File: src/rtl/fwd_pkg.sv
package fwd_pkg;

   // Operand source codes driven on sel_a / sel_b
   typedef enum logic [1:0] {
      SEL_RF   = 2'b00,
      SEL_MEM  = 2'b01,
      SEL_LOAD = 2'b10
   } fwd_sel_e;

   // Width of the opcode class field at the top of an instruction word
   localparam int OPC_W = 2;

   // Opcode class value that marks a load instruction
   localparam logic [OPC_W-1:0] LOAD_OPC = 2'b01;

endpackage

File: src/rtl/fwd_load_detect.sv
// Decodes the write-back instruction word: load class and destination field.
module fwd_load_detect
   import fwd_pkg::*;
#(
   parameter int INSTR_W = 16,
   parameter int REG_W   = 3
) (
   input  logic [INSTR_W-1:0] instr,
   output logic               is_load,
   output logic [REG_W-1:0]   dst
);

   // Destination field sits right under the opcode class
   localparam int DST_LSB = INSTR_W - OPC_W - REG_W;

   if (DST_LSB < 0) begin : g_bad_layout
      $error("fwd_load_detect: INSTR_W too small for opcode and destination");
   end

   // only the load opcode class qualifies
   assign is_load = (instr[INSTR_W-1 -: OPC_W] == LOAD_OPC);
   assign dst     = instr[DST_LSB +: REG_W];

   if (DST_LSB > 0) begin : g_payload
      logic unused_payload;
      assign unused_payload = ^instr[DST_LSB-1:0];
   end

endmodule

File: src/rtl/fwd_src_select.sv
// One operand lane: register value, memory ALU forward, write-back load forward.
module fwd_src_select
   import fwd_pkg::*;
#(
   parameter int DATA_W     = 16,
   parameter int REG_W      = 3,
   parameter bit MEM_FWD_EN = 1'b1
) (
   input  logic [REG_W-1:0]  src,
   input  logic [DATA_W-1:0] rf_val,
   input  logic              mem_wr,
   input  logic [REG_W-1:0]  mem_dst,
   input  logic [DATA_W-1:0] mem_val,
   input  logic              wb_is_load,
   input  logic [REG_W-1:0]  wb_dst,
   input  logic [DATA_W-1:0] wb_val,
   output logic [DATA_W-1:0] val,
   output logic [1:0]        sel
);

   logic     src_live;
   logic     mem_hit;
   logic     wb_hit;
   fwd_sel_e pick;

   // register 0 is hard-wired and never forwarded
   assign src_live = (src != '0);

   // load in write-back targeting this source
   assign wb_hit = src_live && wb_is_load && (wb_dst == src);

   if (MEM_FWD_EN) begin : g_mem_path
      // memory-stage ALU result targeting this source
      assign mem_hit = src_live && mem_wr && (mem_dst == src);
   end else begin : g_no_mem_path
      logic unused_mem;
      assign unused_mem = ^{mem_wr, mem_dst, mem_val};
      assign mem_hit    = 1'b0;
   end

   // younger producer (memory stage) wins over write-back load
   always_comb begin
      if (mem_hit) begin
         pick = SEL_MEM;
      end else if (wb_hit) begin
         pick = SEL_LOAD;
      end else begin
         pick = SEL_RF;
      end
   end

   always_comb begin
      unique case (pick)
         SEL_MEM:  val = mem_val;
         SEL_LOAD: val = wb_val;
         default:  val = rf_val;
      endcase
   end

   assign sel = pick;

endmodule

File: src/rtl/fwd_operand_select.sv
// Execute-stage operand selector with write-back load-data forwarding.
module fwd_operand_select
   import fwd_pkg::*;
#(
   parameter int DATA_W     = 16,
   parameter int REG_W      = 3,
   parameter int INSTR_W    = 16,
   parameter bit MEM_FWD_EN = 1'b1
) (
   input  logic [REG_W-1:0]   ex_src1,
   input  logic [REG_W-1:0]   ex_src2,
   input  logic [DATA_W-1:0]  ex_rf_a,
   input  logic [DATA_W-1:0]  ex_rf_b,
   input  logic               mem_wr_en,
   input  logic [REG_W-1:0]   mem_dst,
   input  logic [DATA_W-1:0]  mem_result,
   input  logic [INSTR_W-1:0] wb_instr,
   input  logic [DATA_W-1:0]  wb_ldata,
   output logic [DATA_W-1:0]  op_a,
   output logic [DATA_W-1:0]  op_b,
   output logic [1:0]         sel_a,
   output logic [1:0]         sel_b
);

   localparam int NOPS = 2;

   if (DATA_W < 1) begin : g_bad_data
      $error("fwd_operand_select: DATA_W must be positive");
   end
   if (REG_W < 1) begin : g_bad_reg
      $error("fwd_operand_select: REG_W must be positive");
   end
   if (INSTR_W < OPC_W + REG_W) begin : g_bad_instr
      $error("fwd_operand_select: INSTR_W cannot hold opcode and destination");
   end

   logic              wb_is_load;
   logic [REG_W-1:0]  wb_dst;

   logic [REG_W-1:0]  src_v [NOPS];
   logic [DATA_W-1:0] rf_v  [NOPS];
   logic [DATA_W-1:0] out_v [NOPS];
   logic [1:0]        sel_v [NOPS];

   fwd_load_detect #(
      .INSTR_W (INSTR_W),
      .REG_W   (REG_W)
   ) u_detect (
      .instr   (wb_instr),
      .is_load (wb_is_load),
      .dst     (wb_dst)
   );

   assign src_v[0] = ex_src1;
   assign src_v[1] = ex_src2;
   assign rf_v[0]  = ex_rf_a;
   assign rf_v[1]  = ex_rf_b;

   // one independent lane per operand
   for (genvar i = 0; i < NOPS; i++) begin : g_lane
      fwd_src_select #(
         .DATA_W     (DATA_W),
         .REG_W      (REG_W),
         .MEM_FWD_EN (MEM_FWD_EN)
      ) u_lane (
         .src        (src_v[i]),
         .rf_val     (rf_v[i]),
         .mem_wr     (mem_wr_en),
         .mem_dst    (mem_dst),
         .mem_val    (mem_result),
         .wb_is_load (wb_is_load),
         .wb_dst     (wb_dst),
         .wb_val     (wb_ldata),
         .val        (out_v[i]),
         .sel        (sel_v[i])
      );
   end

   assign op_a  = out_v[0];
   assign op_b  = out_v[1];
   assign sel_a = sel_v[0];
   assign sel_b = sel_v[1];

endmodule

File: config.mk
export PLATFORM = sky130hd
export DESIGN_NAME = fwd_operand_select
export DESIGN_NICKNAME = d
export VERILOG_FILES = /design/src/rtl/fwd_pkg.sv /design/src/rtl/fwd_load_detect.sv /design/src/rtl/fwd_src_select.sv /design/src/rtl/fwd_operand_select.sv
export SDC_FILE = /design/constraint.sdc
export NUM_CORES = 1
export LEC_CHECK = 0
export CORE_UTILIZATION = 50
export DETAILED_ROUTE_END_ITERATION = 8
export DONT_BUFFER_PORTS = 1
export MAX_ROUTING_LAYER = met4
export PLACE_DENSITY = 0.73
export SETUP_SLACK_MARGIN = 0.15
export SYNTH_ARGS = -nofsm -noshare
export SYNTH_HDL_FRONTEND = slang
export SYNTH_SLANG_ARGS = --single-unit
File: constraint.sdc
create_clock -name vclk -period 2.2
set_input_delay 0.33 -clock vclk [all_inputs]
set_output_delay 0.33 -clock vclk [all_outputs]
set_load 0.01 [all_outputs]
## Yosys cells after proc, flatten, opt, wreduce, memory -nomap -nowiden

Cells that the tools add are included.

| word-level totals | value |
|---|---|
| register bits | 0 |
| input bits | 90 |
| output and inout bits | 36 |
| word-level logic and storage cells | 25 |

| operators by class | value |
|---|---|
| eq/ne operators | 9 |
| mux-type cells | 6 |
| reductions and logical operators | 10 |

Operators with widths:

| cell | count |
|---|---|
| $pmux W16 S2 | 2 |
| $eq A3 B3 Y1 | 4 |
| $logic_and A1 B1 Y1 | 8 |
| $mux W2 | 4 |
| $eq A2 B1 Y1 const B | 3 |
| $reduce_bool A3 Y1 | 2 |
| $eq A2 B2 Y1 const B | 2 |

## Logic depth before layout (Yosys ltp)

Gate-level depths: netlist of run 1.

| depth | value |
|---|---|
| depth in word-level cells | 7 |
| gate-level depth with buffers | 6 |

## By module

Synthesis of run 1 repeated with hierarchy kept, for this count alone.

| second synthesis, totals | value |
|---|---|
| cells, all modules | 154 |
| area, all modules | 1,167.4 um^2 |

Modules (own cells, without submodules):

| module | instances | cells an instance | area an instance (um^2) |
|---|---|---|---|
| fwd_src_select | 2 | 75 | 565.5 |
| fwd_load_detect | 1 | 4 | 36.3 |

## Worst setup path after synthesis of run 1

No wires, ideal clock.

| timing path | value |
|---|---|
| path type | input to output |
| from | input port wb_instr[13] |
| to | output port op_a[10] |
| data arrival time | 1.598 ns |
| required time | 1.870 ns |
| slack | 0.272 ns |
| stages | 5 |
| buffers on the path | 1 |
| cells stage by stage | or3b_4 -> a211oi_4 -> buf_6 -> o211ai_1 -> a31oi_1 |

| between the ends | value |
|---|---|
| cells in the longest elaborated chain, start to end | 6 |

RTL lines:

| element | line | RTL |
|---|---|---|
| from (decl) | fwd_operand_select.sv:17 | `input logic [INSTR_W-1:0] wb_instr,` |
| $eq A3 B3 Y1 (*) | fwd_src_select.sv:30 | `assign wb_hit = src_live && wb_is_load && (wb_dst == src);` |
| $logic_and A1 B1 Y1 (*) | fwd_src_select.sv:30 |  |
| $mux W2 (*) | fwd_src_select.sv:45 | `end else if (wb_hit) begin` |
| $mux W2 (*) | fwd_src_select.sv:43 | `if (mem_hit) begin` |
| $eq A2 B2 Y1 or $eq A2 B1 Y1 (tied branches) | fwd_src_select.sv:53 | `unique case (pick)` |
| $pmux W16 S2 (*) | fwd_src_select.sv:53 |  |
| to (decl) | fwd_operand_select.sv:19 | `output logic [DATA_W-1:0] op_a,` |

Mark *: on every way between the ends. The rest lies on a longest branch, timed or not.

## Worst setup path in the final report of run 1

| timing path | value |
|---|---|
| from | input port wb_instr[13] |
| to | output port op_a[6] |

The elaborated chain is that of the path after synthesis.

==> impl_metrics.ini, run 1 <==
[outcome]
status = finished, final reports clean

[worst_setup_path]
start_kind = primary input
worst-path-max-fanout = 16
crit_required_ps = 1870
endpoint_kind = output pin
crit_type = in -> out
crit_arrival_ps = 1640

[synthesis]
synth_area_um2 = 1340
yosysWarnings = 0
ys_seq_area_frac = 0
synth_nets = 314
yosysTopAreaCellShare = 0.149
ys_top_cells_by_count = nor3_1, o21ai_0, a31oi_1
yosysUniqueCellTypes = 30
synth_area_leaders = a31oi_1, nor3_1, o21ai_0
syn_avg_cell_area_um2 = 5.99
yosysTopAreaCell = a31oi_1
netlist_instances = 224

[power_and_ir_drop]
power_frac_seq = 0
ir_worst_vdd_mv = 0.131
cellLeakagePower_nw = 0.440
p_per_area_nw_per_um2 = 207
p_sw_w = 0.000184
internal_power_w = 0.000107
comb_power_share = 1.000
clkPwrFrac = 0
swShare = 0.632
finalPower_w = 0.000291

[global_routing]
grt_pass1_wl_um = 6610
grt_pass1_vias = 1444
gr-total-overflow = 0
track_usage = 0.306
antenna_found_initial = 0
grt_start_max_net_pins = 21

[floorplanning]
fp.dieArea_um2 = 2900
start_util = 0.537
fp.dieW_um = 53.8
std_cell_rows = 18
core_area_um2 = 2500
die_h_um = 53.8
top_level_ports = 126

[detailed_routing]
post_drt_wl_per_cell_um = 18.7
finalWirelength_um = 4590
viasPerCell = 7.31
first_iter_violations = 65
ant_nets = 0
routed-via-count = 1798
drtPass1Iterations = 4
drc = 0

[final_layout]
layout.cells.non_filler = 246
final_util = 0.561
clock_buffers = 0
n_fill_cell = 267
multi_input_area_um2 = 1150
insertedDiodeCount = 0
drive_gt1_frac = 0.148
syn2layout_area_growth_pct = 4.47
register_area_um2 = 0
nets = 308
design.seq.count = 0

[timing]
hold_viol = 0
worst_pin_slew_ps = 562
max_freq_mhz = 507
slew_viol_final = 0
holdWs_ps = 834
finalSetupViolations = 0
setup_tns_ps = 0
relSlewSlack = 0.626
rsz0062_at_grt = no
period_share = 0.897
min_period_ps = 1970

[place]
dp.final_hpwl_um = 3590
port_buffers = 0
place.gp.congestion = 0.898
dp.cells = 246

[min_path]
worstHoldStart = wb_ldata[12]
whs_endpoint = op_b[12]
hp-class = in -> out
worstHoldPathCells = 2

[run]
cap_violations = 0

[clocking]
post_cts_buffers = 0
-- cell usage in the layout, fill, tap and decap left out --
master,instances
buf_4,20
o21ba_2,3
o21bai_1,1
nand4_1,1
and4_1,1
a41oi_1,16
o211ai_1,16
a211o_2,1
a211oi_4,1
nor2b_1,1
o2111ai_2,2
nor2_1,2
o21ai_1,1
or3b_4,1
xor2_1,2
nand3_1,16
xnor2_1,5
and2_2,1
or2_2,2
and3b_1,1
a31oi_1,32
xnor2_2,1
nor3_1,33
nand2b_1,3
nand2_1,2
and3_1,1
inv_1,18
o21ai_0,32
-- worst max-delay path: stages --
cell     delay (ps)
or3b_4          390
a211o_2         410
o21ai_0         230
a31oi_1         120
buf_4           160
-- stage by stage --
stage / cell area (µm²) / worst slack [ps]
2_1_floorplan: 1340 / 272
3_3_place_gp: 1400 / 230
3_5_place_dp: 1400 / 216
4_1_cts: 1400 / 206
5_1_grt: 1400 / 171
6_report: 1400 / 226
-- metal layers --
metal	up-vias	GRT usage	routed length, µm
li1	859	-	-
met1	826	0.426	2080
met2	107	0.471	2050
met3	6	0.0424	437
met4	0	0.0482	29
met5	-	-	0
-- cell families (layout without fill, tap and decap cells) --
family	Yosys count	in the layout	share of synthesized area
AOI/OAI and AO/OA	105	105	0.538
xor gates and xnor gates	8	8	0.0578
buffers and inverters	46	38	0.147
and+or+nand+nor	65	65	0.257
-- how the worst max path moves through the flow --
stage | to | from | slack [ps] | cells after the start
after CTS | op_a[15] | wb_instr[13] | 210 | 5
after global placement | op_a[6] | wb_instr[13] | 230 | 5
after floorplan | op_a[10] | wb_instr[13] | 270 | 5
after detailed placement | op_a[15] | wb_instr[13] | 220 | 5
after global routing | op_a[5] | wb_instr[13] | 170 | 6
final | op_a[6] | wb_instr[13] | 230 | 5
-- what timing repair did --
| action | 4_1_cts | 5_1_grt |
|---|---|---|
| hold buffers | 0 | 0 |
| hold endpoints to repair | 0 | 0 |
| gates resized for setup | 0 | 3 |
| endpoints found under the setup margin | 0 | 8 |
-- power by group through the flow --
stage               logic, W  clock network [W]  registers [W]
floorplan           0.000226                  0              0
global placement    0.000281                  0              0
detailed placement  0.000288                  0              0
CTS                 0.000288                  0              0
global route        0.000319                  0              0
finish              0.000291                  0              0
-- cell type report --
type                            count  area share
Multi-Input combinational cell    178       0.818
Timing Repair Buffer               20       0.107
Inverter                           18      0.0482
Tap cell                           30      0.0268
(Power assumes the default switching activity.)
==> run 2: changes to the inputs <==
Settings changed: CELL_PAD_IN_SITES_DETAIL_PLACEMENT from default to 0, CELL_PAD_IN_SITES_GLOBAL_PLACEMENT from default to 2, CORE_UTILIZATION 50 to 30, PLACE_DENSITY 0.73 to 0.93.
==> run 2 against run 1 <==
Power rose by 10%. Final cell count rose by 13%. Combinational power rose by 10%. Design area rose by 8.5%. Largest cell class unchanged. Largest power group unchanged.
==> impl_metrics.ini, run 2 (synthesis gave the netlist of run 1 again) <==
[outcome]
status = finished, final reports clean

[floorplanning]
die_h_um = 68.9
std_cell_rows = 23
fp.dieArea_um2 = 4750
fp.dieW_um = 68.9
top_level_ports = 126
start_util = 0.324
core_area_um2 = 4140

[timing]
relSlewSlack = 0.661
period_share = 0.915
worst_pin_slew_ps = 508
finalSetupViolations = 0
max_freq_mhz = 497
setup_ws_ps = 187
slew_viol_final = 0
hold_viol = 0
rsz0062_at_grt = yes
setup_tns_ps = 0
holdWs_ps = 835
min_period_ps = 2010

[worst_setup_path]
crit_required_ps = 1870
start_kind = primary input
cp_top_family = compound AO/OA/AOI/OAI gates
slowest_stage = a211o_2
crit_type = in -> out
max_stage_delay_ps = 410
endpoint_kind = output pin
worst-path-max-fanout = 16
cp_cell_sequence = or3b_4 > a211o_2 > o21ai_0 > a31oi_1 > buf_4
critPathBufInv = 1
crit_arrival_ps = 1680

[detailed_routing]
post_drt_wl_per_cell_um = 19.0
viasPerCell = 6.46
ant_nets = 0
routed-via-count = 1790
drtPass1Iterations = 4
drc = 0
first_iter_violations = 118
finalWirelength_um = 5250

[final_layout]
layout.cells.non_filler = 277
register_area_um2 = 0
nets = 319
final_common_cell = nor3_1
insertedDiodeCount = 0
most-common-layout-cells = nor3_1, o21ai_0, a31oi_1, buf_4, inv_1
drive_gt1_frac = 0.185
syn2layout_area_growth_pct = 13.3
clock_buffers = 0
design.seq.count = 0
final_util = 0.367

[power_and_ir_drop]
swShare = 0.598
internal_power_w = 0.000129
p_sw_w = 0.000192
cellLeakagePower_nw = 0.496
ir_worst_vdd_mv = 0.0941
p_per_area_nw_per_um2 = 211
comb_power_share = 1.000
power_frac_seq = 0
clkPwrFrac = 0

[place]
dp.final_hpwl_um = 4260
port_buffers = 0
place.gp.congestion = 0.827
dp.cells = 277
dp_slack_ps = 162

[global_routing]
grt_pass1_vias = 1531
grt_start_max_net_pins = 21
grt_pass1_wl_um = 7400
antenna_found_initial = 0
gr-total-overflow = 0
track_usage = 0.208

[clocking]
cts_hold_buf = 0

[run]
cap_violations = 0

[min_path]
hp-class = in -> out
-- run 2: changes by cell type in the layout (fill, tap and decap cells not counted) --
cell / change
and2_1: +1
and2_2: -1
buf_12: +1
buf_4: +10
-- run 2: final timing paths --
check | cells past startpoint | to | startpoint | slack, ps
max | 5 | op_a[5] | wb_instr[13] | 190
min | 2 | op_b[13] | wb_ldata[13] | 840
-- run 2: final cells by class --
type                       count  area [µm²]
fill                         485        2620
inverter                      18        67.6
multi-input combinational    178        1150
tap                           50        62.6
timing repair buffer          31         245
-- run 2: metrics by stage --
| stage | cell area, µm² | power (W) |
|---|---|---|
| 3_5_place_dp | 1520 | 0.000319 |
| 5_1_grt | 1520 | 0.000354 |
| 6_report | 1520 | 0.000321 |
| 2_1_floorplan | 1340 | 0.000226 |
| 3_3_place_gp | 1520 | 0.000317 |
| 4_1_cts | 1520 | 0.000319 |
-- run 2: timing repair --
item,CTS,global route
buffers inserted,0,0
resized for setup,0,2
setup endpoints to repair,0,6
-- run 2: routing by layer --
metal,wire (µm),GRT usage,up-vias
li1,-,-,882
met1,2540,0.318,806
met2,2310,0.308,102
met3,404,0.0148,0
met4,0,0.00765,0
met5,0,-,-
-- run 2: power groups by stage --
| stage | Combinational (W) | Sequential, W | Clock [W] |
|---|---|---|---|
| after floorplan | 0.000226 | 0 | 0 |
| after global placement | 0.000317 | 0 | 0 |
| after detailed placement | 0.000319 | 0 | 0 |
| after CTS | 0.000319 | 0 | 0 |
| after global routing | 0.000354 | 0 | 0 |
| final | 0.000321 | 0 | 0 |
==> run 3: changes to the inputs <==
==> constraint.sdc (replaced) <==
create_clock -name vclk -period 2.2
set_input_delay 0.22 -clock vclk [all_inputs]
set_output_delay 0.22 -clock vclk [all_outputs]
set_load 0.01 [all_outputs]
==> run 3 against run 2 <==
Sequential cell count is the same. Via count shrank 0.78%. Core utilization shrank 0.88 points. Combinational power shrank 3%. Critical path depth is the same. Final cell count shrank 1.1%. Power shrank 2.8%. First-iteration DRC count shrank 31%. Fmax grew 9.0%. Die area is the same. Critical path type unchanged. Largest power group unchanged.
==> impl_metrics.ini, run 3 (synthesis gave the netlist of run 1 again) <==
[detailed_routing]
drtPass1Iterations = 4
first_iter_violations = 82
viasPerCell = 6.48
drc = 0
finalWirelength_um = 5240
post_drt_wl_per_cell_um = 19.1
routed-via-count = 1776
ant_nets = 0

[timing]
finalSetupViolations = 0
max_freq_mhz = 541
slew_viol_final = 0
setup_tns_ps = 0
hold_viol = 0
period_share = 0.840
worst_pin_slew_ps = 584
holdWs_ps = 620
min_period_ps = 1850
relSlewSlack = 0.610
rsz0062_at_grt = no

[floorplanning]
std_cell_rows = 23
core_area_um2 = 4140
start_util = 0.324
top_level_ports = 126
fp.dieW_um = 68.9
die_h_um = 68.9
fp.dieArea_um2 = 4750

[global_routing]
track_usage = 0.207
gr-total-overflow = 0
grt_pass1_wl_um = 7450
grt_start_max_net_pins = 21
antenna_found_initial = 0
grt_pass1_vias = 1535

[final_layout]
insertedDiodeCount = 0
design.seq.count = 0
drive_gt1_frac = 0.170
nets = 316
clock_buffers = 0
multi_input_area_um2 = 1140
register_area_um2 = 0
most-common-layout-cells = o21ai_0, nor3_1, a31oi_1, buf_4, inv_1
n_fill_cell = 484
syn2layout_area_growth_pct = 10.6

[power_and_ir_drop]
clkPwrFrac = 0
swShare = 0.611
power_frac_seq = 0
p_per_area_nw_per_um2 = 210
p_sw_w = 0.000190
comb_power_share = 1.000
cellLeakagePower_nw = 0.478
ir_worst_vdd_mv = 0.117
internal_power_w = 0.000121

[clocking]
cts_hold_buf = 0
post_cts_buffers = 0
cts_resized = 0

[worst_setup_path]
max_stage_delay_ps = 420
worst-path-max-fanout = 16
crit_type = in -> out
crit_arrival_ps = 1630
slowest_stage = a211o_1
endpoint_kind = output pin
cp_cell_sequence = or3b_4 > a211o_1 > o21ai_0 > a31oi_1 > buf_4
start_kind = primary input
crit_required_ps = 1980

[place]
place.gp.congestion = 0.828
port_buffers = 0
dp.final_hpwl_um = 4230

[min_path]
hp-class = in -> out

[outcome]
status = finished, final reports clean

[run]
cap_violations = 0
## run 3: cell count changes in the layout (fill, tap and decap cells not counted)
cell,previous run,this run
buf_12,1,0
o21ai_1,1,0
buf_4,30,28
o21ai_0,32,33
a211o_1,0,1
a211o_2,1,0
## run 3: worst max-delay path, delay by kind of cell
kind	cells	cell delay, ps
and+or+nand+nor	1	390
AOI/OAI and AO/OA	3	850
buffers and inverters	1	170
## run 3: final cells by class
cell class,instances,area share
multi-input cells,178,0.771
repair buffers,28,0.142
inverters,18,0.0455
well taps,50,0.0421
## run 3: through the flow
| stage | total power [W] | area [µm²] | cells | worst slack, ps | util |
|---|---|---|---|---|---|
| final | 0.000312 | 1490 | 274 | 353 | 0.358 |
| after global routing | 0.000345 | 1490 | 274 | 254 | 0.358 |
| after CTS | 0.000311 | 1490 | 274 | 382 | 0.358 |
| after detailed placement | 0.000310 | 1490 | 274 | 385 | 0.358 |
| after global placement | 0.000310 | 1490 | 274 | 378 | 0.358 |
| after floorplan | 0.000226 | 1340 | 224 | 492 | - |
## run 3: routing by layer
metal	vias up	global-route usage	wire, µm
met5	-	-	0
met4	0	0.0179	5
met3	2	0.0181	387
met2	97	0.306	2250
met1	803	0.310	2600
li1	874	-	-
## run 3: worst paths after layout
check,depth (start not counted),start,slack [ps],to
max,5,wb_instr[13],350,op_a[5]
min,2,wb_ldata[0],620,op_b[0]
## run 3: power by group through the flow
stage	clock network [W]	registers (W)	logic, W
after floorplan	0	0	0.000226
after global placement	0	0	0.000310
after detailed placement	0	0	0.000310
after CTS	0	0	0.000311
after global routing	0	0	0.000345
final	0	0	0.000312
